`src/rtl/be_ldst_pkg.sv`:
```
package be_ldst_pkg;
  localparam logic [3:0] OP_LDB   = 4'd0;
  localparam logic [3:0] OP_LDBU  = 4'd1;
  localparam logic [3:0] OP_LDH   = 4'd2;
  localparam logic [3:0] OP_LDHU  = 4'd3;
  localparam logic [3:0] OP_LDW   = 4'd4;
  localparam logic [3:0] OP_LDLFT = 4'd5;
  localparam logic [3:0] OP_LDRGT = 4'd6;
  localparam logic [3:0] OP_STB   = 4'd8;
  localparam logic [3:0] OP_STH   = 4'd9;
  localparam logic [3:0] OP_STW   = 4'd10;
endpackage

```
`src/rtl/be_ldst_load.sv`:
```
module be_ldst_load
  import be_ldst_pkg::*;
#(
  parameter int LANES  = 4,
  parameter int BYTE_W = 8
) (
  input  logic [3:0]                    acc_op,
  input  logic [$clog2(LANES)-1:0]      off,
  input  logic [LANES*BYTE_W-1:0]       mem_word,
  input  logic [LANES*BYTE_W-1:0]       old_word,
  output logic [LANES*BYTE_W-1:0]       result
);
  localparam int DW    = LANES * BYTE_W;
  localparam int HW    = 2 * BYTE_W;
  localparam int OFF_W = $clog2(LANES);

  logic [BYTE_W-1:0] mb [LANES];
  logic [BYTE_W-1:0] ob [LANES];

  // lane j is big-endian offset j: offset 0 lives in the top byte
  for (genvar j = 0; j < LANES; j++) begin : g_lane
    assign mb[j] = mem_word[DW-1-j*BYTE_W -: BYTE_W];
    assign ob[j] = old_word[DW-1-j*BYTE_W -: BYTE_W];
  end

  logic [OFF_W-1:0]  h_off;
  logic [BYTE_W-1:0] sel_b;
  logic [HW-1:0]     sel_h;

  assign h_off = {off[OFF_W-1:1], 1'b0};
  assign sel_b = mb[off];
  assign sel_h = {mb[h_off], mb[h_off + OFF_W'(1)]};

  always_comb begin
    result = old_word;
    case (acc_op)
      OP_LDB:  result = {{(DW-BYTE_W){sel_b[BYTE_W-1]}}, sel_b};
      OP_LDBU: result = {{(DW-BYTE_W){1'b0}}, sel_b};
      OP_LDH:  result = {{(DW-HW){sel_h[HW-1]}}, sel_h};
      OP_LDHU: result = {{(DW-HW){1'b0}}, sel_h};
      OP_LDW:  result = mem_word;
      OP_LDLFT: begin
        for (int j = 0; j < LANES; j++) begin
          if (j + int'(off) < LANES)
            result[DW-1-j*BYTE_W -: BYTE_W] = mb[OFF_W'(j + int'(off))];
          else
            result[DW-1-j*BYTE_W -: BYTE_W] = ob[j];
        end
      end
      OP_LDRGT: begin
        for (int j = 0; j < LANES; j++) begin
          if (j >= LANES - 1 - int'(off))
            result[DW-1-j*BYTE_W -: BYTE_W] = mb[OFF_W'(j - (LANES - 1 - int'(off)))];
          else
            result[DW-1-j*BYTE_W -: BYTE_W] = ob[j];
        end
      end
      default: result = old_word;
    endcase
  end
endmodule

```
`src/rtl/be_ldst_store.sv`:
```
module be_ldst_store
  import be_ldst_pkg::*;
#(
  parameter int LANES  = 4,
  parameter int BYTE_W = 8
) (
  input  logic [3:0]                    acc_op,
  input  logic [$clog2(LANES)-1:0]      off,
  input  logic [LANES*BYTE_W-1:0]       src_word,
  output logic [LANES*BYTE_W-1:0]       wdata,
  output logic [LANES-1:0]              lane_en
);
  localparam int HW = 2 * BYTE_W;

  always_comb begin
    wdata   = src_word;
    lane_en = '0;
    case (acc_op)
      OP_STB: begin
        wdata = {LANES{src_word[BYTE_W-1:0]}};
        for (int j = 0; j < LANES; j++)
          lane_en[LANES-1-j] = (j == int'(off));
      end
      OP_STH: begin
        wdata = {(LANES/2){src_word[HW-1:0]}};
        for (int j = 0; j < LANES; j++)
          lane_en[LANES-1-j] = ((j / 2) == (int'(off) / 2));
      end
      OP_STW: begin
        wdata   = src_word;
        lane_en = '1;
      end
      default: ;
    endcase
  end
endmodule

```
`src/rtl/be_ldst_misalign.sv`:
```
module be_ldst_misalign
  import be_ldst_pkg::*;
#(
  parameter int LANES = 4
) (
  input  logic [3:0]               acc_op,
  input  logic [$clog2(LANES)-1:0] off,
  output logic                     fault
);
  always_comb begin
    case (acc_op)
      OP_LDH, OP_LDHU, OP_STH: fault = off[0];
      OP_LDW, OP_STW:          fault = |off;
      default:                 fault = 1'b0;
    endcase
  end
endmodule

```
`src/rtl/be_ldst_align.sv`:
```
module be_ldst_align #(
  parameter int LANES  = 4,
  parameter int BYTE_W = 8
) (
  input  logic [3:0]                    acc_op,
  input  logic [$clog2(LANES)-1:0]      addr_lo,
  input  logic [LANES*BYTE_W-1:0]       mem_rdata,
  input  logic [LANES*BYTE_W-1:0]       reg_in,
  output logic [LANES*BYTE_W-1:0]       load_data,
  output logic [LANES*BYTE_W-1:0]       store_data,
  output logic [LANES-1:0]              byte_en,
  output logic                          misaligned
);
  be_ldst_load #(.LANES(LANES), .BYTE_W(BYTE_W)) u_load (
    .acc_op   (acc_op),
    .off      (addr_lo),
    .mem_word (mem_rdata),
    .old_word (reg_in),
    .result   (load_data)
  );

  be_ldst_store #(.LANES(LANES), .BYTE_W(BYTE_W)) u_store (
    .acc_op   (acc_op),
    .off      (addr_lo),
    .src_word (reg_in),
    .wdata    (store_data),
    .lane_en  (byte_en)
  );

  be_ldst_misalign #(.LANES(LANES)) u_mis (
    .acc_op (acc_op),
    .off    (addr_lo),
    .fault  (misaligned)
  );
endmodule

```
`config.mk`:
```
export PLATFORM = sky130hd
export DESIGN_NAME = be_ldst_align
export DESIGN_NICKNAME = d
export VERILOG_FILES = /design/src/rtl/be_ldst_pkg.sv /design/src/rtl/be_ldst_load.sv /design/src/rtl/be_ldst_store.sv /design/src/rtl/be_ldst_misalign.sv /design/src/rtl/be_ldst_align.sv
export SDC_FILE = /design/constraint.sdc
export NUM_CORES = 1
export LEC_CHECK = 0
export ABC_AREA = 1
export BUFFER_PORTS_ARGS = -buffer_cell sky130_fd_sc_hd__buf_4
export CORE_ASPECT_RATIO = 0.8
export CORE_MARGIN = 5
export CORE_UTILIZATION = 45
export DETAILED_ROUTE_END_ITERATION = 16
export PLACE_DENSITY = 0.81
export SYNTH_ARGS = -nofsm -noshare
export SYNTH_HDL_FRONTEND = slang
export SYNTH_SLANG_ARGS = --single-unit
```
`constraint.sdc`:
```
create_clock -name vclk -period 4.1
set_input_delay 0.205 -clock vclk [all_inputs]
set_output_delay 0.205 -clock vclk [all_outputs]
set_load 0.03 [all_outputs]
```
# ---- Yosys cells after proc, flatten, opt, wreduce, memory -nomap -nowiden
# Cells that the tools add are included.
dict set report classes {
  add_sub_neg 9
  magnitude_cmp 19
  eq_ne 12
  mux 45
  n_bitwise 11
  n_reduce_logical 6
}
# cell count
set op_table {}
lappend op_table {{two-way mux 8 bit} 30}
lappend op_table {{case mux 32 bit (7 select lines)} 1}
lappend op_table {{binary-select mux 8 bit (select 2 bit)} 11}
lappend op_table {{< comparator 32 x 4 -> 1 bit (second input constant)} 3}
lappend op_table {{case mux 32 bit (2 select lines)} 1}
lappend op_table {{logical NOT 32 bit} 1}
lappend op_table {{>= comparator 2 x 3 -> 1 bit (second input constant)} 8}
lappend op_table {{inverter 2 bit} 8}
lappend op_table {{equality test 4 x 3 -> 1 bit (second input constant)} 3}
lappend op_table {{equality test 4 bit (second input constant)} 3}
lappend op_table {{case mux 4 bit (3 select lines)} 1}
lappend op_table {{>= comparator 3 bit (second input constant)} 3}
lappend op_table {{inverter 2 -> 3 bit} 3}
lappend op_table {{equality test 4 x 2 -> 1 bit (second input constant)} 2}
lappend op_table {{adder 2 x 2 -> 3 bit (first input constant)} 2}
lappend op_table {{>= comparator 3 bit (first input constant)} 2}
lappend op_table {{equality test 2 bit (first input constant)} 2}
lappend op_table {{equality test 4 x 1 -> 1 bit (second input constant)} 1}
lappend op_table {{logical NOT 4 bit} 1}
lappend op_table {{OR reduction 2 bit} 2}
lappend op_table {{subtractor 1 x 2 -> 2 bit (first input constant)} 2}
lappend op_table {{subtractor 2 bit (first input constant)} 2}
lappend op_table {{adder 1 x 2 -> 3 bit (first input constant)} 1}
lappend op_table {{>= comparator 1 x 3 -> 1 bit (first input constant)} 1}
lappend op_table {{other kinds (8)} 8}
dict set report word_totals {
  ff_bits 0
  inputBits 70
  output_inout_bits 69
  word_cells 102
}

# ---- Depth between registers and ports, before layout
# Gate-level depths: netlist (run 1).
dict set report logic_depth {
  ltp_word 8
  mapped_depth 14
  mapped_depth_nobuf 10
}

# ---- By module
# A second synthesis (run 1) with hierarchy kept.
dict set report hier_totals {
  cells_unflattened 737
  area_unflattened_um2 3339.5
}
# module n_inst cells_each area_per_inst_um2 seq_area_each_um2
set by_module_without_submodules {}
lappend by_module_without_submodules {be_ldst_load 1 612 2731.4 0.0}
lappend by_module_without_submodules {be_ldst_store 1 111 550.5 0.0}
lappend by_module_without_submodules {be_ldst_misalign 1 14 57.6 0.0}

# ---- Worst setup path before layout (run 1)
# OpenSTA, ideal clock, no wires.
dict set report synth_timing {
  kind {input-to-output}
  start {input port addr_lo[0]}
  end {output port load_data[0]}
  arrival_ps 2046
  required_time_ps 3895
  setup_slack_ps 1849
  stages 11
  path_buffers 4
  path_cell_list {buf_2 -> inv_2 -> buf_2 -> ha_1 -> buf_2 -> inv_1 -> buf_2 -> nand3_1 -> nand2_1 -> a21o_1 -> a21oi_1}
}
dict set report synth_via {
  elab_chain_len 8
  word_cells_on_any_way 20
  cone_classes {add/sub: 3; order compare: 2; mux: 12; bitwise: 3}
}
# item line
set synth_lines {}
lappend synth_lines {{start: declaration} be_ldst_align.sv:6} ;# input logic [$clog2(LANES)-1:0] addr_lo,
lappend synth_lines {{parallel branches: the longest is 7 deep, another holds < comparator 32 x 4 -> 1 bit} --}
lappend synth_lines {{case mux 32 bit (7 select lines) *} be_ldst_load.sv:36} ;# case (acc_op)
lappend synth_lines {{end: declaration} be_ldst_align.sv:9} ;# output logic [LANES*BYTE_W-1:0] load_data,
# Mark *: on every way between the ends. The select of a mux whose other input is x is not followed.

# ---- Worst setup path in the final report (run 1)
dict set report layout_timing {
  start {input port addr_lo[0]}
  end {output port load_data[28]}
}
dict set report layout_via {
  elab_chain_len 8
  word_cells_on_any_way 19
  cone_classes {add/sub: 2; order compare: 2; mux: 12; bitwise: 3}
}
# item line
set layout_lines {}
lappend layout_lines {{subtractor 2 x 2 -> 3 bit} be_ldst_load.sv:52} ;# if (j >= LANES - 1 - int'(off))
lappend layout_lines {{subtractor 1 x 2 -> 2 bit} be_ldst_load.sv:53} ;# result[DW-1-j*BYTE_W -: BYTE_W] = mb[OFF_W'(j - (LANES - 1 - int'(off)))];
lappend layout_lines {{inverter 2 bit (not written as such)} be_ldst_load.sv:53}
lappend layout_lines {{binary-select mux 8 bit (select 2 bit)} be_ldst_load.sv:53}
lappend layout_lines {{two-way mux 8 bit (not written as such) (2 in a row)} be_ldst_load.sv:53}
lappend layout_lines {{two-way mux 8 bit} be_ldst_load.sv:52}
lappend layout_lines {{case mux 32 bit (7 select lines) *} be_ldst_load.sv:36}
# Every way passes the cells marked *; elsewhere a longest branch is shown, timed or not. The select of a mux whose other input is x is not followed.

==> metrics.md, run 1 <==
| Metric | Value |
|---|---|
| Status | `complete, no violations` |
| Max_cap viols | `0` |
| Psw | `431 µW` |
| Synthesized cell area | `3280 µm²` |
| Relative slew slack | `0.330` |
| Final core utilization | `0.607` |
| # diodes | `0` |
| Dpl hpwl | `around 13,000 µm` |
| Yosys cell types | `23` |
| Place WS | `approximately 1.4 ns` |
| Placed Cells | `940` |
| Synth Net Count | `829` |
| Pwr/cell area | `152 nW/µm²` |
| Final slew viol count | `0` |
| Critical path's slowest cell | `inv_1` |
| Largest net degree at the start of global routing | `42` |
| WP data arrival | `around 2.7 ns` |
| Initial Utilization | `0.469` |
| Fin. Hold Viols | `0` |
| Mapped Cells | `753` |
| Register share of total power | `0` |
| Count of cells resized by post-cts repair | `0` |
| Fin nets | `931` |
| Period utilisation layout | `0.705` |
| Pint | `approximately 210 µW` |
| Crit-path max FO | `36` |
| Hold Crit Class | `in -> out` |
| F_max | `0.346 GHz` |
| DIE HEIGHT | `about 86 µm` |
| FF+latch count | `0` |
| Hold Buf Count CTS | `0` |
| Post-CTS Setup Bufs | `0` |
| Worst vdd ir | `between 80 and 90 µV` |
| Placer Congestion | `~1.0` |
| Number of top-level pins | `~140` |
| Antenna Nets Post-Route | `0` |
| FF+latch area | `0 µm²` |
| Post-layout minimum cycle time | `2.89 ns` |
| Yosys warning count | `0` |
| Share of cells above drive strength 1 | `0.186` |
| Non-Filler Instances | `940` |
| Most frequent cells in the layout | `364 x nand2_1, 144 x buf_4, 91 x nand3_1, 76 x nor2_1, 51 x inv_1` |
| Pre-Repair DR Iteration Count | `8` |
| GRT overflow | `0` |
| Worst path max stage delay | `0.43 ns` |
| Via count of the first global-routing pass | `4,646` |
| Fillers | `744` |
| Syn Area/Cell | `4.36 µm²` |
| Sequential share of the synthesized area | `0` |
| Most common library cell in the layout ignoring fill and taps | `nand2_1` |
| Core ar. | `about 7000 µm²` |
| Hold Crit Depth | `2` |
| Via Count | `5,434` |
| Leakage power | `between 0.002 and 0.0025 µW` |
| Initial antenna violation count | `0` |
| WS Path Type | `in -> out` |
| Critical hold path startpoint | `reg_in[7]` |
| Global Route Usage Sum | `0.332` |
| Drt drc | `0` |
| Port bufs | `139` |
| Routed wire length | `~16,000 µm` |
| RSZ-0062 raised after global routing | `no` |
| Worst setup EP type | `primary output` |
| Setup TNS | `0 ns` |
| Die area | `9110 µm²` |
| Setup WS post-layout | `1.21 ns` |
| Clock power frac | `0` |
| Die width | `between 100 and 150 µm` |
| Setup violators final | `0` |
| Slew @ Worst Pin | `1.00 ns` |
| Most frequent CP cell | `nand2_1` |
| Required time of the critical path | `3.89 ns` |
| Via density | `5.78` |
| Starting DRT DRC Count | `760` |
| First-pass GRT wire length | `24,800 µm` |
| Area Overhead vs Synth | `29.3%` |
| Num rows | `27` |
| Hold path endpoint | `store_data[7]` |
| Clock buffers | `0` |
| Combinational Power Share | `1.000` |
| Wire length per cell | `17.3 µm` |
| Cell Chain, Critical Path | `buf_4, inv_2, ha_1, inv_1, nand3_1, nand2_1, nand2_1, nand2_1, nand3_1, nor2_1, nand2_1, buf_4` |
| Setup crit start kind | `input port` |
| Sw frac | `0.670` |
[synthesized netlist by cell type, drive strengths merged]
| cell | n | share of area |
|---|---|---|
| a21o | 6 | 0.014 |
| clkbuf | 12 | 0.014 |
| clkinv | 3 | 0.0034 |
| nor2 | 81 | 0.10 |
| a21oi | 39 | 0.059 |
| buf | 32 | 0.056 |
| and2 | 1 | 0.0019 |
| nand4 | 7 | 0.013 |
| o21ai | 43 | 0.067 |
| o221ai | 8 | 0.021 |
| nand2 | 367 | 0.42 |
| nand3 | 92 | 0.14 |
| ha | 6 | 0.023 |
| inv | 56 | 0.064 |
[routing by layer]
layer,track usage,share of wire
met3,0.107,0.18
met1,0.490,0.41
met4,0.0310,0.015
met5,0,0
met2,0.480,0.39
[how the worst max path moves through the flow]
stage                    end  slack [ns]       start
2_1_floorplan   load_data[0]        1.85  addr_lo[0]
3_3_place_gp   load_data[20]        1.37  addr_lo[0]
3_5_place_dp   load_data[28]        1.37  addr_lo[0]
4_1_cts        load_data[28]        1.37  addr_lo[0]
5_1_grt        load_data[24]        1.10  addr_lo[0]
6_report       load_data[28]        1.21  addr_lo[0]
[metrics by stage]
stage,hold WS (ns),instance area (µm²),total power [µW]
final,0.672,4240,643
after global routing,0.689,4240,684
after CTS,0.675,4240,625
after detailed placement,0.674,4240,623
after global placement,0.676,4240,620
after floorplan,0.542,3280,380
[power groups by stage]
| stage | logic [µW] | clock network [µW] | registers (µW) |
|---|---|---|---|
| floorplan | 380 | 0 | 0 |
| global placement | 620 | 0 | 0 |
| detailed placement | 623 | 0 | 0 |
| CTS | 625 | 0 | 0 |
| global route | 684 | 0 | 0 |
| finish | 643 | 0 | 0 |
[area by class of cell]
cell class                 instances  area (µm²)  area share
multi-input combinational        650        2830       0.667
timing repair buffer             144        1080       0.255
inverter                          59         221      0.0522
tap                               87         109      0.0257
[cell families after synthesis]
kind of cell             share of synthesized area
adder cells (fa/ha/maj)                     0.0229
AO/OA/AOI/OAI                                0.161
AND/OR/NAND/NOR                              0.679
buffers and inverters                        0.137
[critical path, delay by kind of cell]
family	cells	cell delay, ns
AND/OR/NAND/NOR	7	0.74
buffers and inverters	4	1.32
adder cells (fa/ha/maj)	1	0.41
Power figures use the tool's default switching activity.
==> run 2, diff against run 1 <==
Clock period 4.1 ns to 2.9 ns, I/O delays scaled along.
==> metrics.md, run 2 (synthesis results as in run 1) <==
| Metric | Value |
|---|---|
| Pwr/cell area | `216 nW/µm² (+42%)` |
| Max_cap viols | `0 (unchanged)` |
| Setup WS post-layout | `0.378 ns (-0.831 ns)` |
| Dpl hpwl | `13,000 µm (+2.5%)` |
| Relative slew slack | `0.472 (+0.142)` |
| Clock buffers | `0 (unchanged)` |
| Power Total | `923 µW (+44%)` |
| Hold Crit Class | `in -> out` |
| Met3 Use GR | `0.111 (+0.00372)` |
| WS Path Type | `in -> out` |
| Worst vdd ir | `86.9 µV (-0.71%)` |
| Design Area, Final | `4280 µm² (+0.88%)` |
| Register share of total power | `0 (unchanged)` |
| Busiest grt layer | `met1` |
| Drt drc | `0 (unchanged)` |
| Number of top-level pins | `139 (unchanged)` |
| WP data arrival | `2.38 ns (-0.31 ns)` |
| Combinational Power Share | `1.000 (about the same)` |
| Placer Congestion | `1.07 (+2.0%)` |
| Die width | `105 µm (unchanged)` |
| Fin nets | `936 (+0.54%)` |
| Crit-path max FO | `36 (unchanged)` |
| Area Overhead vs Synth | `30.4%` |
| Setup crit start kind | `input port` |
| Most common library cell in the layout ignoring fill and taps | `nand2_1` |
| First-pass GRT wire length | `25,400 µm (+2.3%)` |
| Psw | `620 µW (+44%)` |
| M2 GR Usage | `0.487 (+0.00694)` |
| Sw frac | `0.672 (+0.00155)` |
| Area post-placement | `4280 µm² (+0.88%)` |
| F_max | `0.396 GHz` |
| Fin. Hold Viols | `0 (unchanged)` |
| Die area | `9110 µm² (unchanged)` |
| Largest net degree at the start of global routing | `45 (+7.1%)` |
| Routed wire length | `16,600 µm (+2.6%)` |
| FF+latch area | `0 µm² (unchanged)` |
| Leakage power | `0.00252 µW (+0.98%)` |
| Global Route Usage Sum | `0.344 (+0.0123)` |
| Most frequent cells in the layout | `364 x nand2_1, 149 x buf_4, 91 x nand3_1, 76 x nor2_1, 51 x inv_1` |
| Antenna Nets Post-Route | `0 (unchanged)` |
| # diodes | `0 (unchanged)` |
| Pre-Repair DR Iteration Count | `5 (-3)` |
| FF+latch count | `0 (unchanged)` |
| Met1 usage | `0.511 (+0.0212)` |
| Pint | `303 µW (+43%)` |
| Place WS | `0.497 ns (-0.874 ns)` |
| Non-Filler Instances | `945 (+0.53%)` |
| Wire length per cell | `17.6 µm (+2.0%)` |
| Share of cells above drive strength 1 | `0.191 (+0.00474)` |
| Count of cells resized by post-cts repair | `0 (unchanged)` |
| Clock power frac | `0 (unchanged)` |
| Placed Cells | `945 (+0.53%)` |
| Required time of the critical path | `2.76 ns (-1.13 ns)` |
| Post-layout minimum cycle time | `2.52 ns` |
| Initial Utilization | `0.469 (unchanged)` |
| Core ar. | `6990 µm² (unchanged)` |
| Worst setup EP type | `primary output` |
| Port bufs | `139 (unchanged)` |
| GRT overflow | `0 (unchanged)` |
| Via count of the first global-routing pass | `4,727 (+1.7%)` |
| RSZ-0062 raised after global routing | `no` |
| Setup violators final | `0 (unchanged)` |
| Post-CTS Setup Bufs | `0 (unchanged)` |
| Setup TNS | `0 ns (unchanged)` |
| Period utilisation layout | `0.870` |
| Initial antenna violation count | `0 (unchanged)` |
| Starting DRT DRC Count | `705 (-7.2%)` |
| Hold Buf Count CTS | `0 (unchanged)` |
| Num rows | `27 (unchanged)` |
| Slew @ Worst Pin | `0.790 ns (-0.214 ns)` |
| Final slew viol count | `0 (unchanged)` |
| Status | `complete, no violations` |
| DIE HEIGHT | `86.4 µm (unchanged)` |
| Via Count | `5,449 (+0.28%)` |
| Via density | `5.77 (-0.25%)` |
## run 2: changes by cell type in the layout (fill, tap and decap cells not counted), sizes merged
cell,previous run,this run
buf,144,149
## run 2: per-stage QoR
step	util	hold slack [ns]
2_1_floorplan	-	0.422
3_3_place_gp	0.612	0.555
3_5_place_dp	0.612	0.553
4_1_cts	0.612	0.554
5_1_grt	0.612	0.561
6_report	0.612	0.558
## run 2: area by class of cell
cell class                      instances  area (µm²)
Tap cell                               87         109
Inverter                               59         221
Fill cell                             751        2710
Timing Repair Buffer                  149        1120
Multi-Input combinational cell        650        2830
## run 2: power groups by stage
stage	sequential [µW]	clock, µW	combinational [µW]
2_1_floorplan	0	0	537
6_report	0	0	923
3_3_place_gp	0	0	888
4_1_cts	0	0	895
5_1_grt	0	0	984
3_5_place_dp	0	0	893
## run 2: routing by layer
metal / up-vias / share of wire
met2: 465 / 0.39
met3: 26 / 0.18
li1: 2602 / -
met5: - / 0
met4: 0 / 0.011
met1: 2356 / 0.42
## run 2: final timing paths
path,startpoint,endpoint,slack [ns],cells past startpoint
max,addr_lo[0],load_data[14],0.38,12
min,reg_in[1],store_data[1],0.56,2
## run 2: critical path: stages
cell     delay [ns]
buf_4          0.32
inv_2          0.21
ha_1           0.35
inv_1          0.43
nand3_1        0.15
nand2_1        0.18
nand2_1        0.08
nand2_1        0.07
nand2_1        0.06
nor2_1         0.10
nand3_1        0.10
buf_4          0.18
